### src/rtl/fpadd_pkg.sv
package fpadd_pkg;
  localparam int EXP_W  = 8;
  localparam int FRAC_W = 23;
  localparam int MAN_W  = FRAC_W + 1;
  localparam int WORD_W = 1 + EXP_W + FRAC_W;
  localparam int EXT_W  = EXP_W + 2;
  localparam int GRS_W  = 3;
  localparam logic [EXP_W-1:0] EXP_ALL1 = '1;

  typedef struct packed {
    logic nan;
    logic inf;
    logic sign;
    logic invalid;
  } spec_t;

  typedef struct packed {
    logic             sx;
    logic [EXP_W-1:0] ex;
    logic [MAN_W-1:0] mx;
    logic [MAN_W-1:0] my;
    logic [EXP_W-1:0] dexp;
    logic             eff_sub;
    logic             near;
  } opnd_t;

  typedef struct packed {
    logic             sign;
    logic [EXT_W-1:0] exp;
    logic [MAN_W-1:0] man;
    logic             grd;
    logic             stk;
  } path_t;
endpackage

### src/rtl/fpadd_far_path.sv
module fpadd_far_path
  import fpadd_pkg::*;
(
  input  logic  clk,
  input  logic  rst_n,
  input  logic  vld,
  input  logic  plain,
  input  opnd_t op,
  output path_t res
);
  localparam int AW = MAN_W + GRS_W;

  logic [AW-1:0] xa, ya, ysh;
  logic          lost;
  logic [AW:0]   sum;

  always_comb begin
    xa = {op.mx, {GRS_W{1'b0}}};
    ya = {op.my, {GRS_W{1'b0}}};
    if (op.dexp >= EXP_W'(AW)) begin
      ysh  = '0;
      lost = |op.my;
    end else begin
      ysh  = ya >> op.dexp;
      lost = |(ya & (({{(AW-1){1'b0}}, 1'b1} << op.dexp) - {{(AW-1){1'b0}}, 1'b1}));
    end
    ysh[0] = ysh[0] | lost;
    sum = op.eff_sub ? ({1'b0, xa} - {1'b0, ysh}) : ({1'b0, xa} + {1'b0, ysh});
    res.sign = op.sx;
    if (sum[AW]) begin
      res.man = sum[AW -: MAN_W];
      res.grd = sum[AW-MAN_W];
      res.stk = |sum[AW-MAN_W-1:0];
      res.exp = EXT_W'(op.ex) + EXT_W'(1);
    end else if (sum[AW-1] || !op.eff_sub) begin
      res.man = sum[AW-1 -: MAN_W];
      res.grd = sum[AW-1-MAN_W];
      res.stk = |sum[AW-2-MAN_W:0];
      res.exp = EXT_W'(op.ex);
    end else begin
      res.man = sum[AW-2 -: MAN_W];
      res.grd = sum[AW-2-MAN_W];
      res.stk = sum[0];
      res.exp = EXT_W'(op.ex) - EXT_W'(1);
    end
  end

  // after alignment and the one-place correction the far result is normalized
  assert_far_normalized_R1: assert property (@(posedge clk) disable iff (!rst_n)
    (vld && plain && !op.near) |-> (res.man[MAN_W-1] || res.exp == EXT_W'(1)));
endmodule

### src/rtl/fpadd_near_path.sv
module fpadd_near_path
  import fpadd_pkg::*;
(
  input  logic  clk,
  input  logic  rst_n,
  input  logic  vld,
  input  logic  plain,
  input  opnd_t op,
  output path_t res
);
  localparam int NW = MAN_W + 1;

  logic [NW-1:0]    xa, ya, mag, norm;
  logic [NW:0]      diff;
  logic             neg;
  logic [EXT_W-1:0] lz, cap, sh;

  always_comb begin
    xa   = {op.mx, 1'b0};
    ya   = (op.dexp == '0) ? {op.my, 1'b0} : {1'b0, op.my};
    diff = {1'b0, xa} - {1'b0, ya};
    neg  = diff[NW];
    mag  = neg ? (ya - xa) : diff[NW-1:0];
    lz   = EXT_W'(NW);
    for (int i = 0; i < NW; i++) begin
      if (mag[i]) lz = EXT_W'(NW - 1 - i);
    end
    cap  = EXT_W'(op.ex) - EXT_W'(1);
    sh   = (lz < cap) ? lz : cap;
    norm = mag << sh;
    res.exp  = EXT_W'(op.ex) - sh;
    res.man  = norm[NW-1:1];
    res.grd  = norm[0];
    res.stk  = 1'b0;
    res.sign = (mag == '0) ? 1'b0 : (op.sx ^ neg);
  end

  // the cancellation shift leaves a leading one, or stops at the subnormal floor
  assert_near_normalized_R10: assert property (@(posedge clk) disable iff (!rst_n)
    (vld && plain && op.near && op.eff_sub) |->
      (res.man[MAN_W-1] || res.exp == EXT_W'(1) || res.man == '0));
endmodule

### src/rtl/fpadd_round.sv
module fpadd_round
  import fpadd_pkg::*;
(
  input  path_t              p,
  input  spec_t              sp,
  output logic [WORD_W-1:0]  word,
  output logic               f_inv,
  output logic               f_ovf,
  output logic               f_inx
);
  logic             up;
  logic [MAN_W:0]   mr;
  logic [MAN_W-1:0] m2;
  logic [EXT_W-1:0] e2;

  always_comb begin
    up = p.grd & (p.stk | p.man[0]);
    mr = {1'b0, p.man} + {{MAN_W{1'b0}}, up};
    if (mr[MAN_W]) begin
      m2 = mr[MAN_W:1];
      e2 = p.exp + EXT_W'(1);
    end else begin
      m2 = mr[MAN_W-1:0];
      e2 = p.exp;
    end
    f_inv = 1'b0;
    f_ovf = 1'b0;
    f_inx = 1'b0;
    if (sp.nan) begin
      word  = {1'b0, EXP_ALL1, 1'b1, {(FRAC_W-1){1'b0}}};
      f_inv = sp.invalid;
    end else if (sp.inf) begin
      word = {sp.sign, EXP_ALL1, {FRAC_W{1'b0}}};
    end else if (e2 >= EXT_W'(EXP_ALL1)) begin
      word  = {p.sign, EXP_ALL1, {FRAC_W{1'b0}}};
      f_ovf = 1'b1;
      f_inx = 1'b1;
    end else begin
      word  = {p.sign, m2[MAN_W-1] ? e2[EXP_W-1:0] : {EXP_W{1'b0}}, m2[FRAC_W-1:0]};
      f_inx = p.grd | p.stk;
    end
  end
endmodule

### src/rtl/fpadd_dualpath.sv
module fpadd_dualpath
  import fpadd_pkg::*;
(
  input  logic              clk,
  input  logic              rst_n,
  input  logic              in_valid,
  output logic              in_ready,
  input  logic [WORD_W-1:0] in_a,
  input  logic [WORD_W-1:0] in_b,
  input  logic              in_op,
  output logic              out_valid,
  input  logic              out_ready,
  output logic [WORD_W-1:0] out_result,
  output logic              out_invalid,
  output logic              out_overflow,
  output logic              out_inexact
);
  logic             v1, v2, v3, adv;
  opnd_t            op_n, s1_op;
  spec_t            sp_n, s1_sp, s2_sp;
  path_t            far_res, near_res, path_n, s2_path;
  logic [WORD_W-1:0] word_n;
  logic             inv_n, ovf_n, inx_n, s1_plain;

  logic             sa, sb, swap, a_nan, b_nan, a_inf, b_inf, inf_clash;
  logic [EXP_W-1:0] ea, eb, ea_e, eb_e, ey;
  logic [FRAC_W-1:0] fa, fb;

  assign adv      = !v3 || out_ready;
  assign in_ready = adv;
  assign out_valid = v3;

  // Stage 1: decode, swap by exponent, pick the path
  always_comb begin
    sa    = in_a[WORD_W-1];
    sb    = in_b[WORD_W-1] ^ in_op;
    ea    = in_a[WORD_W-2 -: EXP_W];
    eb    = in_b[WORD_W-2 -: EXP_W];
    fa    = in_a[FRAC_W-1:0];
    fb    = in_b[FRAC_W-1:0];
    a_nan = (ea == EXP_ALL1) && (fa != '0);
    b_nan = (eb == EXP_ALL1) && (fb != '0);
    a_inf = (ea == EXP_ALL1) && (fa == '0);
    b_inf = (eb == EXP_ALL1) && (fb == '0);
    ea_e  = (ea == '0) ? EXP_W'(1) : ea;
    eb_e  = (eb == '0) ? EXP_W'(1) : eb;
    swap  = ea_e < eb_e;
    op_n.sx      = swap ? sb : sa;
    op_n.ex      = swap ? eb_e : ea_e;
    ey           = swap ? ea_e : eb_e;
    op_n.mx      = swap ? {eb != '0, fb} : {ea != '0, fa};
    op_n.my      = swap ? {ea != '0, fa} : {eb != '0, fb};
    op_n.dexp    = op_n.ex - ey;
    op_n.eff_sub = sa ^ sb;
    op_n.near    = op_n.eff_sub && (op_n.dexp <= EXP_W'(1));
    inf_clash    = a_inf && b_inf && op_n.eff_sub;
    sp_n.nan     = a_nan || b_nan || inf_clash;
    sp_n.invalid = (a_nan && !fa[FRAC_W-1]) || (b_nan && !fb[FRAC_W-1]) || inf_clash;
    sp_n.inf     = a_inf || b_inf;
    sp_n.sign    = a_inf ? sa : sb;
  end

  assign s1_plain = !s1_sp.nan && !s1_sp.inf;

  fpadd_far_path u_far (
    .clk(clk), .rst_n(rst_n), .vld(v1), .plain(s1_plain), .op(s1_op), .res(far_res)
  );

  fpadd_near_path u_near (
    .clk(clk), .rst_n(rst_n), .vld(v1), .plain(s1_plain), .op(s1_op), .res(near_res)
  );

  assign path_n = s1_op.near ? near_res : far_res;

  fpadd_round u_round (
    .p(s2_path), .sp(s2_sp), .word(word_n), .f_inv(inv_n), .f_ovf(ovf_n), .f_inx(inx_n)
  );

  always_ff @(posedge clk or negedge rst_n) begin
    if (!rst_n) begin
      v1           <= 1'b0;
      v2           <= 1'b0;
      v3           <= 1'b0;
      s1_op        <= '0;
      s1_sp        <= '0;
      s2_path      <= '0;
      s2_sp        <= '0;
      out_result   <= '0;
      out_invalid  <= 1'b0;
      out_overflow <= 1'b0;
      out_inexact  <= 1'b0;
    end else if (adv) begin
      v1           <= in_valid;
      v2           <= v1;
      v3           <= v2;
      s1_op        <= op_n;
      s1_sp        <= sp_n;
      s2_path      <= path_n;
      s2_sp        <= s1_sp;
      out_result   <= word_n;
      out_invalid  <= inv_n;
      out_overflow <= ovf_n;
      out_inexact  <= inx_n;
    end
  end

  // a pending result is frozen until the consumer takes it
  assert_hold_R9: assert property (@(posedge clk) disable iff (!rst_n)
    (out_valid && !out_ready) |=> (out_valid && $stable(out_result) &&
      $stable(out_invalid) && $stable(out_overflow) && $stable(out_inexact)));

  // the invalid flag only ever accompanies a quiet NaN
  assert_invalid_nan_R4: assert property (@(posedge clk) disable iff (!rst_n)
    (out_valid && out_invalid) |->
      (out_result[WORD_W-2 -: EXP_W] == EXP_ALL1 && out_result[FRAC_W-1]));

  // overflow always yields an infinity and is inexact
  assert_ovf_inf_R6: assert property (@(posedge clk) disable iff (!rst_n)
    (out_valid && out_overflow) |->
      (out_result[WORD_W-2:0] == {EXP_ALL1, {FRAC_W{1'b0}}} && out_inexact));
endmodule

### config.mk
export PLATFORM = sky130hd
export DESIGN_NAME = fpadd_dualpath
export DESIGN_NICKNAME = d
export VERILOG_FILES = /design/src/rtl/fpadd_pkg.sv /design/src/rtl/fpadd_far_path.sv /design/src/rtl/fpadd_near_path.sv /design/src/rtl/fpadd_round.sv /design/src/rtl/fpadd_dualpath.sv
export SDC_FILE = /design/constraint.sdc
export NUM_CORES = 1
export LEC_CHECK = 0
export BUFFER_PORTS_ARGS = -buffer_cell sky130_fd_sc_hd__clkbuf_2
export CAP_MARGIN = 10
export CORE_ASPECT_RATIO = 1.4
export CORE_MARGIN = 4
export CORE_UTILIZATION = 50
export CTS_BUF_LIST = sky130_fd_sc_hd__clkbuf_2 sky130_fd_sc_hd__clkbuf_4 sky130_fd_sc_hd__clkbuf_8
export CTS_CLUSTER_SIZE = 14
export DETAILED_ROUTE_END_ITERATION = 8
export PLACE_DENSITY_LB_ADDON = 0.1
export SYNTH_ARGS = -nofsm -noshare
export SYNTH_HDL_FRONTEND = slang
export SYNTH_SLANG_ARGS = --single-unit
### constraint.sdc
create_clock -name clk -period 8.2 [get_ports clk]
set_input_delay 0.41 -clock clk [delete_from_list [all_inputs] [get_ports clk]]
set_output_delay 0.41 -clock clk [all_outputs]
set_load 0.02 [all_outputs]
**After elaboration in Yosys (flattened, before gate mapping)**

Cells that the tools add are included.

- $add $sub $neg: 11
- Order comparisons: 5
- Equality and inequality tests: 2
- Shift operators: 3
- Mux-type cells: 56
- Bitwise gates (word level): 8
- Reduce and logical (&&, ||, !) cells: 34

Operators with widths:

| cell | count |
|---|---|
| 2-to-1 mux 5 bit | 16 |
| 2-to-1 mux 24 bit | 3 |
| 2-to-1 mux 36 bit | 2 |
| 2-to-1 mux 32 bit | 2 |
| 2-to-1 mux 25 bit | 2 |
| logical NOT 23 bit | 2 |
| nonzero test 23 bit | 2 |
| 2-to-1 mux 8 bit | 5 |
| 2-to-1 mux 37 bit | 1 |
| 2-to-1 mux 4 bit | 8 |
| 2-to-1 mux 31 bit | 1 |
| adder 27 x 27 -> 28 bit | 1 |
| 2-to-1 mux 28 bit | 1 |
| subtractor 27 x 27 -> 28 bit | 1 |
| AND 27 bit | 1 |
| 2-to-1 mux 27 bit | 1 |
| OR reduction 27 bit | 1 |
| << shifter 1 x 8 -> 27 bit, first input constant | 1 |
| >> shifter 27 x 8 -> 27 bit | 1 |
| subtractor 27 x 1 -> 27 bit, second input constant | 1 |
| subtractor 25 x 25 -> 26 bit | 1 |
| adder 24 x 1 -> 25 bit | 1 |
| logical NOT 25 bit | 1 |
| << shifter 25 x 10 -> 25 bit | 1 |
| other kinds (25) | 62 |

- Register bits after elaboration: 150
- Input port bits: 69
- Output and inout port bits: 37
- Logic and storage cells: 146

**Depth between registers and ports, before layout**

Gate-level depths: netlist (run 1).

- Depth in word-level cells: 33
- Mapped depth: 43
- Depth with buffers taken out: 36

**Hierarchy**

A second synthesis (run 1) with hierarchy kept.

- Cells, all modules: 2703
- Area total of the unflattened synthesis: 19464.9 um^2

Modules (own cells, without submodules):

| module | instances | cells each | area an instance (um^2) |
|---|---|---|---|
| fpadd_dualpath | 1 | 827 | 7155.6 |
| fpadd_far_path | 1 | 884 | 5741.8 |
| fpadd_near_path | 1 | 793 | 5348.9 |
| fpadd_round | 1 | 199 | 1218.7 |

**Worst setup path after synthesis (run 1)**

Ideal clock, no wire load.

- Path type: reg-to-reg
- Start point: register s1_op[3] (netlist bit)
- End point: register s2_path[33] (netlist bit)
- Arrival: 8.434 ns
- Required time: 8.052 ns
- Slack: -0.382 ns
- Cell stages (with the launch flop): 37
- Buffers on the path: 6
- Period minus slack after synthesis: 8.582 ns
- Path through: dfrtp_1 > buf_1 > nor2_1 > nand3_1 > clkbuf_1 > mux2_2 > ha_1 > buf_2 > a21oi_2 > o211ai_1 > a41o_1 > a41o_1 > buf_6 > or4_1 > and3_1 > or4_1 > or3_1 > or4_4 > inv_1 > ha_1 > a21oi_1 > nor3_1 > a21oi_1 > a21boi_0 > and2_1 > buf_6 > mux2_2 > inv_1 > buf_2 > ha_1 > a21o_1 > a21o_1 > a21o_1 > or3_1 > xor2_1 > mux2i_1 > a21oi_1

- Longest elaborated chain between the ends: 33
- Elaborated cells on any way between the ends: 49

Ends and longest elaborated chain:

| item | line | source |
|---|---|---|
| from (decl) | fpadd_dualpath.sv:19 | `opnd_t op_n, s1_op;` |
| from (signal assigned) | fpadd_dualpath.sv:96 | `s1_op <= op_n;` |
| logical NOT 8 bit | fpadd_near_path.sv:20 | `ya = (op.dexp == '0) ? {op.my, 1'b0} : {1'b0, op.my};` |
| 2-to-1 mux 25 bit | fpadd_near_path.sv:20 |  |
| subtractor 25 x 25 -> 26 bit / subtractor 25 bit (equally long branches) | fpadd_near_path.sv:21, fpadd_near_path.sv:23 |  |
| 2-to-1 mux 25 bit | fpadd_near_path.sv:23 | `mag = neg ? (ya - xa) : diff[NW-1:0];` |
| 2-to-1 mux 1 bit | fpadd_near_path.sv:26 | `if (mag[i]) lz = EXT_W'(NW - 1 - i);` |
| 2-to-1 mux 4 bit (8 in a row) | fpadd_near_path.sv:26 |  |
| 2-to-1 mux 5 bit (16 in a row) | fpadd_near_path.sv:26 |  |
| < comparator 5 x 10 -> 1 bit | fpadd_near_path.sv:29 | `sh = (lz < cap) ? lz : cap;` |
| 2-to-1 mux 10 bit | fpadd_near_path.sv:29 |  |
| subtractor 8 x 10 -> 10 bit | fpadd_near_path.sv:31 | `res.exp = EXT_W'(op.ex) - sh;` |
| 2-to-1 mux 37 bit (*) | fpadd_dualpath.sv:73 | `assign path_n = s1_op.near ? near_res : far_res;` |
| to (signal assigned) | fpadd_dualpath.sv:98 | `s2_path <= path_n;` |
| to (decl) | fpadd_dualpath.sv:21 | `path_t far_res, near_res, path_n, s2_path;` |

Every way passes the cells marked *; elsewhere a longest branch is shown, timed or not.
A chain may end at the register's enable or synchronous reset.

**Worst setup path after layout (run 1)**

- Start point: register s1_op[6] (netlist bit)
- End point: register s2_path[33] (netlist bit)

The elaborated chain is that of the path after synthesis.

==> run metrics, run 1 <==
outcome finished, final reports clean; Synth Area in Compound Gates 26.74%; Avg Cell Area, Syn 7.344 sq um; antenna fix cells 0; adder-cell share of the synthesized area 8.842%; DP Cell Count 3,013; register bit total from synthesis 150; HPWL reported at the end of detailed placement 55,160 um; final net count 2,792; Avg WL per Cell 22.60 um; share of cells above drive strength 1 18.16%; setup_tns 0 ns; height of the die 233.6 um; Die Wd 169.1 um; Initial DRT Pass Iterations 6; first-pass GRT wire length 104,700 um; clock sink count 150; Clock Tree Root clkbuf_8; final worst setup slack 0.1789 ns; cells after synthesis 2,474; post-synthesis simple-gate area fraction 23.64%; Comb power frac 78.3%; kind of critical path reg2reg; minimum clock period 8.021 ns; Internal Power 4.039 mW; Final period util 97.82%; clock latency on the worst-skew pair 0.50 ns; Cell Count, Final, Fillers Out 3,072; multi-input logic area 13,620 sq um; Num CTS Buffers 17; routed wire length 69,430 um; Synth Area in XOR/XNOR 4.194%; most used cell, CP a21o_1; Layout Skew 0.02801 ns; peak supply drop 0.2506 mV; H-tree depth reported by CTS 4; setup violators final 0; CTS tree built; DP Area 19,630 sq um; share of synthesized registers carrying an async set or reset 100.0%; DR iter-0 viols 1,858; syn nets 2,669; GRT Resource Usage Total 33.79%; GRT Residual Overflow 0; Total Power 9.154 mW; fillers 3,434; Hold Crit Depth 3; clock buffer depth 2; final instance area 20,710 sq um; antenna viol nets, final 0; main combinational cell family by area after synthesis compound AO/OA/AOI/OAI gates; Critical Path Start Type flop; drt drc 0; most common cell after layout, fill and taps aside nand2_1; # Max-Cap Violations 0; most frequent cells in the layout 347 x nand2_1, 228 x nor2_1, 160 x a21oi_1; ys flop type dfrtp_1; Placement Setup Slack -0.04218 ns; synthesized area 18,170 sq um; post-synthesis sequential area ratio 20.66%; largest net degree at the start of global routing 109; worst min-delay path category in2reg; Cell Rows 82; Critical Path AT 8.38 ns; initial antenna violation count 0; Reg area 3754 sq um; Worst EP required 8.56 ns; Cell Pwr Density 441.9 nW/um^2; Fin. Hold Viols 0; die footprint 39,500 sq um; total number of vias 19,330; FMAX 124.7 MHz; Yosys warnings 0; Clock power frac 6.4%; Final Max Slew Viols 0; Layout area overhead 14.00%; worst rel slew slack 31.16%; P_leak 9.322 nW; core area 35,810 sq um; Final GP Congestion 1.041; port bufs 105; crit end category flop; R2R depth 35; switching share of power 55.87%; Max FO, Critical Path 7; Reg power frac 15.3%; proportion of synthesized area in mux cells 9.000%; Via density 6.292; r2r setup slk 0.18 ns; post-synthesis cell type count 102; Worst-path clk slew 0.11 ns; Switch Pwr 5.115 mW; Crit-path slowest cell or4_4; Worst path max stage delay 0.58 ns; vias in the first global route 18,426; Worst-Margin Slew 1.033 ns; IO Count 106; Initial Util 50.74%; Post-synth EDFFs 0
==> area by class of cell <==
cell class	instances	area share, %
Timing Repair Buffer	262	8.704
Clock inverter	14	0.6342
Sequential cell	150	18.12
Multi-Input combinational cell	2014	65.76
Inverter	152	2.791
Tap cell	462	2.791
Clock buffer	18	1.196
==> worst paths after layout <==
path	startpoint	endpoint
hold reg to reg	out_result[22]	out_result[22]
setup / recovery	s1_op[6]	s2_path[33]
setup reg to reg	s1_op[6]	s2_path[33]
hold / removal	in_valid	v1
min in group asynchronous	rst_n	s2_path[17]
max in group asynchronous	rst_n	s1_op[51]
==> power groups by stage <==
stage | Clock [mW] | Sequential [mW] | Combinational (mW)
4_1_cts | 0.594 | 1.39 | 6.77
2_1_floorplan | 0 | 1.32 | 4.51
5_1_grt | 0.620 | 1.43 | 7.70
6_report | 0.586 | 1.40 | 7.16
3_3_place_gp | 0 | 1.39 | 6.69
3_5_place_dp | 0 | 1.40 | 6.73
==> cells by family after synthesis <==
logic type,count (synthesis)
xor+xnor,87
mux,143
simple gates,923
buf+inv,310
flops,150
compound gates,734
fa+ha+maj,126
other cells,1
==> timing repair <==
item	CTS	global route
hold buffers	1	0
gates cloned	0	3
pin swaps	0	35
endpoints found under the setup margin	4	21
buffers inserted	0	23
endpoints found under the hold margin	27	0
gates resized for setup	7	87
==> per-layer routing <==
layer,vias up,wire (um),global-route usage [%],part of all wire (%)
met1,9151,26070,37.82,38
met4,0,5285,20.14,7.6
met3,251,3646,4.605,5.3
li1,9167,-,-,-
met2,761,34420,60.68,50
met5,-,0,0,0
==> Yosys cell counts, drive strengths merged (18+ instances only) <==
cell type,count,area [sq um]
nor2,231,869.6
nand4,29,181.4
ha,122,1526
clkbuf,106,397.9
inv,152,570.6
nand2,349,1318
xnor2,53,464.2
xor2,34,297.8
nand2b,34,215.2
or3,18,112.6
mux2i,83,843.3
a21o,28,211.5
and3,27,168.9
o21ai,175,883.3
mux2,50,566.8
a22o,18,157.7
nor4,29,187.7
a211oi,28,220.2
a31oi,71,444.2
buf,52,286.5
or2,19,118.9
nor3,66,330.3
o211ai,28,225.2
dfrtp,150,3754
o21bai,23,183.9
nand3,49,257.8
a21oi,175,894.6
==> metrics by stage <==
stage	util, %	hold WS, ns
5_1_grt	57.85	0.1020
6_report	57.85	0.1182
3_5_place_dp	54.82	0.4559
2_1_floorplan	-	0.1144
4_1_cts	55.98	0.09474
3_3_place_gp	54.82	0.4421
==> flip-flops by register name (all words and copies together), names as in the netlist <==
signal / count
v2: 1
s1_op: 67
s2_sp: 4
s2_path: 37
s1_sp: 4
out_invalid: 1
out_inexact: 1
out_result: 32
out_valid: 1
out_overflow: 1
v1: 1
==> worst max-delay path: cells and delay by family, from the launching register on <==
family | cells | cell delay, ns
flops | 1 | 0.42
mux | 3 | 0.72
buf+inv | 5 | 0.74
simple gates | 15 | 3.91
fa+ha+maj | 3 | 0.70
xor+xnor | 2 | 0.26
compound gates | 7 | 1.11
Note: power is estimated with default switching activity, not from simulation.
==> run 2: changes to the inputs <==
==> constraint.sdc (replaced) <==
create_clock -name clk -period 8.2 [get_ports clk]
set_input_delay 0.41 -clock clk [delete_from_list [all_inputs] [get_ports clk]]
set_output_delay 0.41 -clock clk [all_outputs]
set_load 0.05 [all_outputs]
==> run 2 against run 1 <==
Net effect: routed wire length up 2.2%; first-iteration DRC count down 15%; sequential share of layout area up 0.24 points.
==> run metrics, run 2 (synthesis gave the netlist of run 1 again) <==
r2r setup slk 0.12 ns (-0.06 ns); Hold Crit Depth 3 (unchanged); # Max-Cap Violations 0 (unchanged); Final period util 98.59% (+0.77 points); Cell Rows 82 (unchanged); clock buffer depth 2 (unchanged); share of cells above drive strength 1 16.88% (-1.3 points); Worst-Margin Slew 0.9646 ns (-0.06796 ns); fin util 57.10% (-0.75 points); R2R depth 35 (unchanged); initial antenna violation count 0 (unchanged); Cell Pwr Density 455.7 nW/um^2 (+3.1%); Worst path max stage delay 0.56 ns (-0.02 ns); start of the worst register-to-register path s1_op[4]; Fin. Hold Viols 0 (unchanged); clock sink count 150 (unchanged); Final Max Slew Viols 0 (unchanged); Hold Crit Start in_valid; vias in the first global route 18,669 (+1.3%); worst rel slew slack 35.10% (+3.9 points); Crit-path slowest cell or4_4; Reg area 3754 sq um (unchanged); Critical Path AT 8.44 ns (+0.06 ns); Num CTS Buffers 17 (unchanged); Layout area overhead 12.53%; most common cell after layout, fill and taps aside nand2_1; CTS tree built; Final GP Congestion 1.013 (-2.7%); GRT Residual Overflow 0 (unchanged); kind of critical path reg2reg; max FFs per register 67 (unchanged); HPWL reported at the end of detailed placement 56,450 um (+2.3%); Worst-path clk slew 0.11 ns (about the same); port bufs 105 (unchanged); GRT Resource Usage Total 34.77% (+0.98 points); die footprint 39,500 sq um (unchanged); DP Cell Count 3,017 (+0.13%); Avg WL per Cell 23.13 um (+2.3%); clock latency on the worst-skew pair 0.51 ns (about the same); worst min-delay path category in2reg; IO Count 106 (unchanged); Crit Reg-Reg Endpoint s2_path[33]; total number of vias 19,524 (+1.0%); Initial Util 50.74% (unchanged); drt drc 0 (unchanged); end of the worst hold path v1; setup_tns 0 ns (unchanged); outcome finished, final reports clean; setup violators final 0 (unchanged); routed wire length 70,980 um (+2.2%); peak supply drop 0.2790 mV (+11%); Critical Path Start Type flop; largest net degree at the start of global routing 92 (-16%); fillers 3,466 (+0.93%); antenna viol nets, final 0 (unchanged); FMAX 123.7 MHz (-0.78%); Worst EP required 8.56 ns (about the same); Cell Count, Final, Fillers Out 3,069 (-0.098%); Total Power 9.316 mW (+1.8%); P_leak 9.283 nW (-0.43%); Initial DRT Pass Iterations 7 (+1); final net count 2,790 (-0.072%); crit end category flop; core area 35,810 sq um (unchanged); Layout Skew 0.02546 ns (-0.002548 ns); minimum clock period 8.084 ns (+0.06301 ns); Die Wd 169.1 um (unchanged); first-pass GRT wire length 107,400 um (+2.6%); antenna fix cells 0 (unchanged); Via density 6.362 (+1.1%); most used cell, CP a21o_1; DR iter-0 viols 1,574 (-15%); Clock Tree Root clkbuf_8; Largest Register s1_op; height of the die 233.6 um (unchanged); multi-input logic area 13,400 sq um (-1.6%); Max FO, Critical Path 8 (+1); biggest regs s1_op: 67 flops, s2_path: 37 flops, out_result: 32 flops; H-tree depth reported by CTS 4 (unchanged); most frequent cells in the layout 347 x nand2_1, 228 x nor2_1, 165 x a21oi_1
[run 2: stage by stage]
step	hold WS, ns	instance area [sq um]	setup slack [ns]
finish	0.1031	20450	0.1159
global route	0.1022	20450	-0.1954
floorplan	0.1144	18210	0.02776
global placement	0.4414	19660	0.1503
CTS	0.08538	20060	0.01666
detailed placement	0.4512	19660	0.03631
[run 2: routing by layer]
| layer | vias to the layer above | part of all wire, % | GRT usage, % |
|---|---|---|---|
| met5 | - | 0 | 0 |
| met4 | 0 | 8.3 | 24.36 |
| met3 | 258 | 5.8 | 4.994 |
| met2 | 855 | 49 | 60.42 |
| met1 | 9246 | 37 | 38.93 |
| li1 | 9165 | - | - |
[run 2: power by group]
part	internal, mW	switching (mW)	leakage [nW]
Sequential	1.00	0.386	1.78
Combinational	2.75	4.56	7.31
Clock	0.253	0.371	0.193
Total	4.00	5.31	9.28
[run 2: worst max path at each step]
stage	start	end	slack, ns	cells past startpoint
global route	s1_op[4]	s2_path[33]	-0.20	35
global placement	s1_op[8]	s2_path[33]	0.15	33
finish	s1_op[4]	s2_path[33]	0.12	35
detailed placement	s1_op[8]	s2_path[33]	0.04	33
floorplan	s1_op[2]	s2_path[33]	0.03	37
CTS	s1_op[7]	s2_path[33]	0.02	32
[run 2: repair_timing]
item	in CTS	in global routing
cloned	0	2
setup endpoints to repair	1	29
pin swaps	0	14
hold buffers	1	0
resized for setup	1	47
endpoints found under the hold margin	81	0
setup buffers	0	18
[run 2: layout make-up]
class,instances,share of cell area [%]
clock buffers,17,1.144
clock inverters,14,0.7649
inverters,152,2.803
multi-input cells,2014,65.55
flip-flops and latches,150,18.36
well taps,462,2.827
repair buffers,260,8.555
[run 2: critical path, delay by kind of cell (launching register included)]
kind	cells	cell delay, ns
AOI/OAI and AO/OA	13	2.47
and+or+nand+nor	9	2.22
muxes	5	1.26
adders and majority gates	3	0.82
buffers and inverters	4	0.56
DFF	1	0.42
xor gates and xnor gates	1	0.15
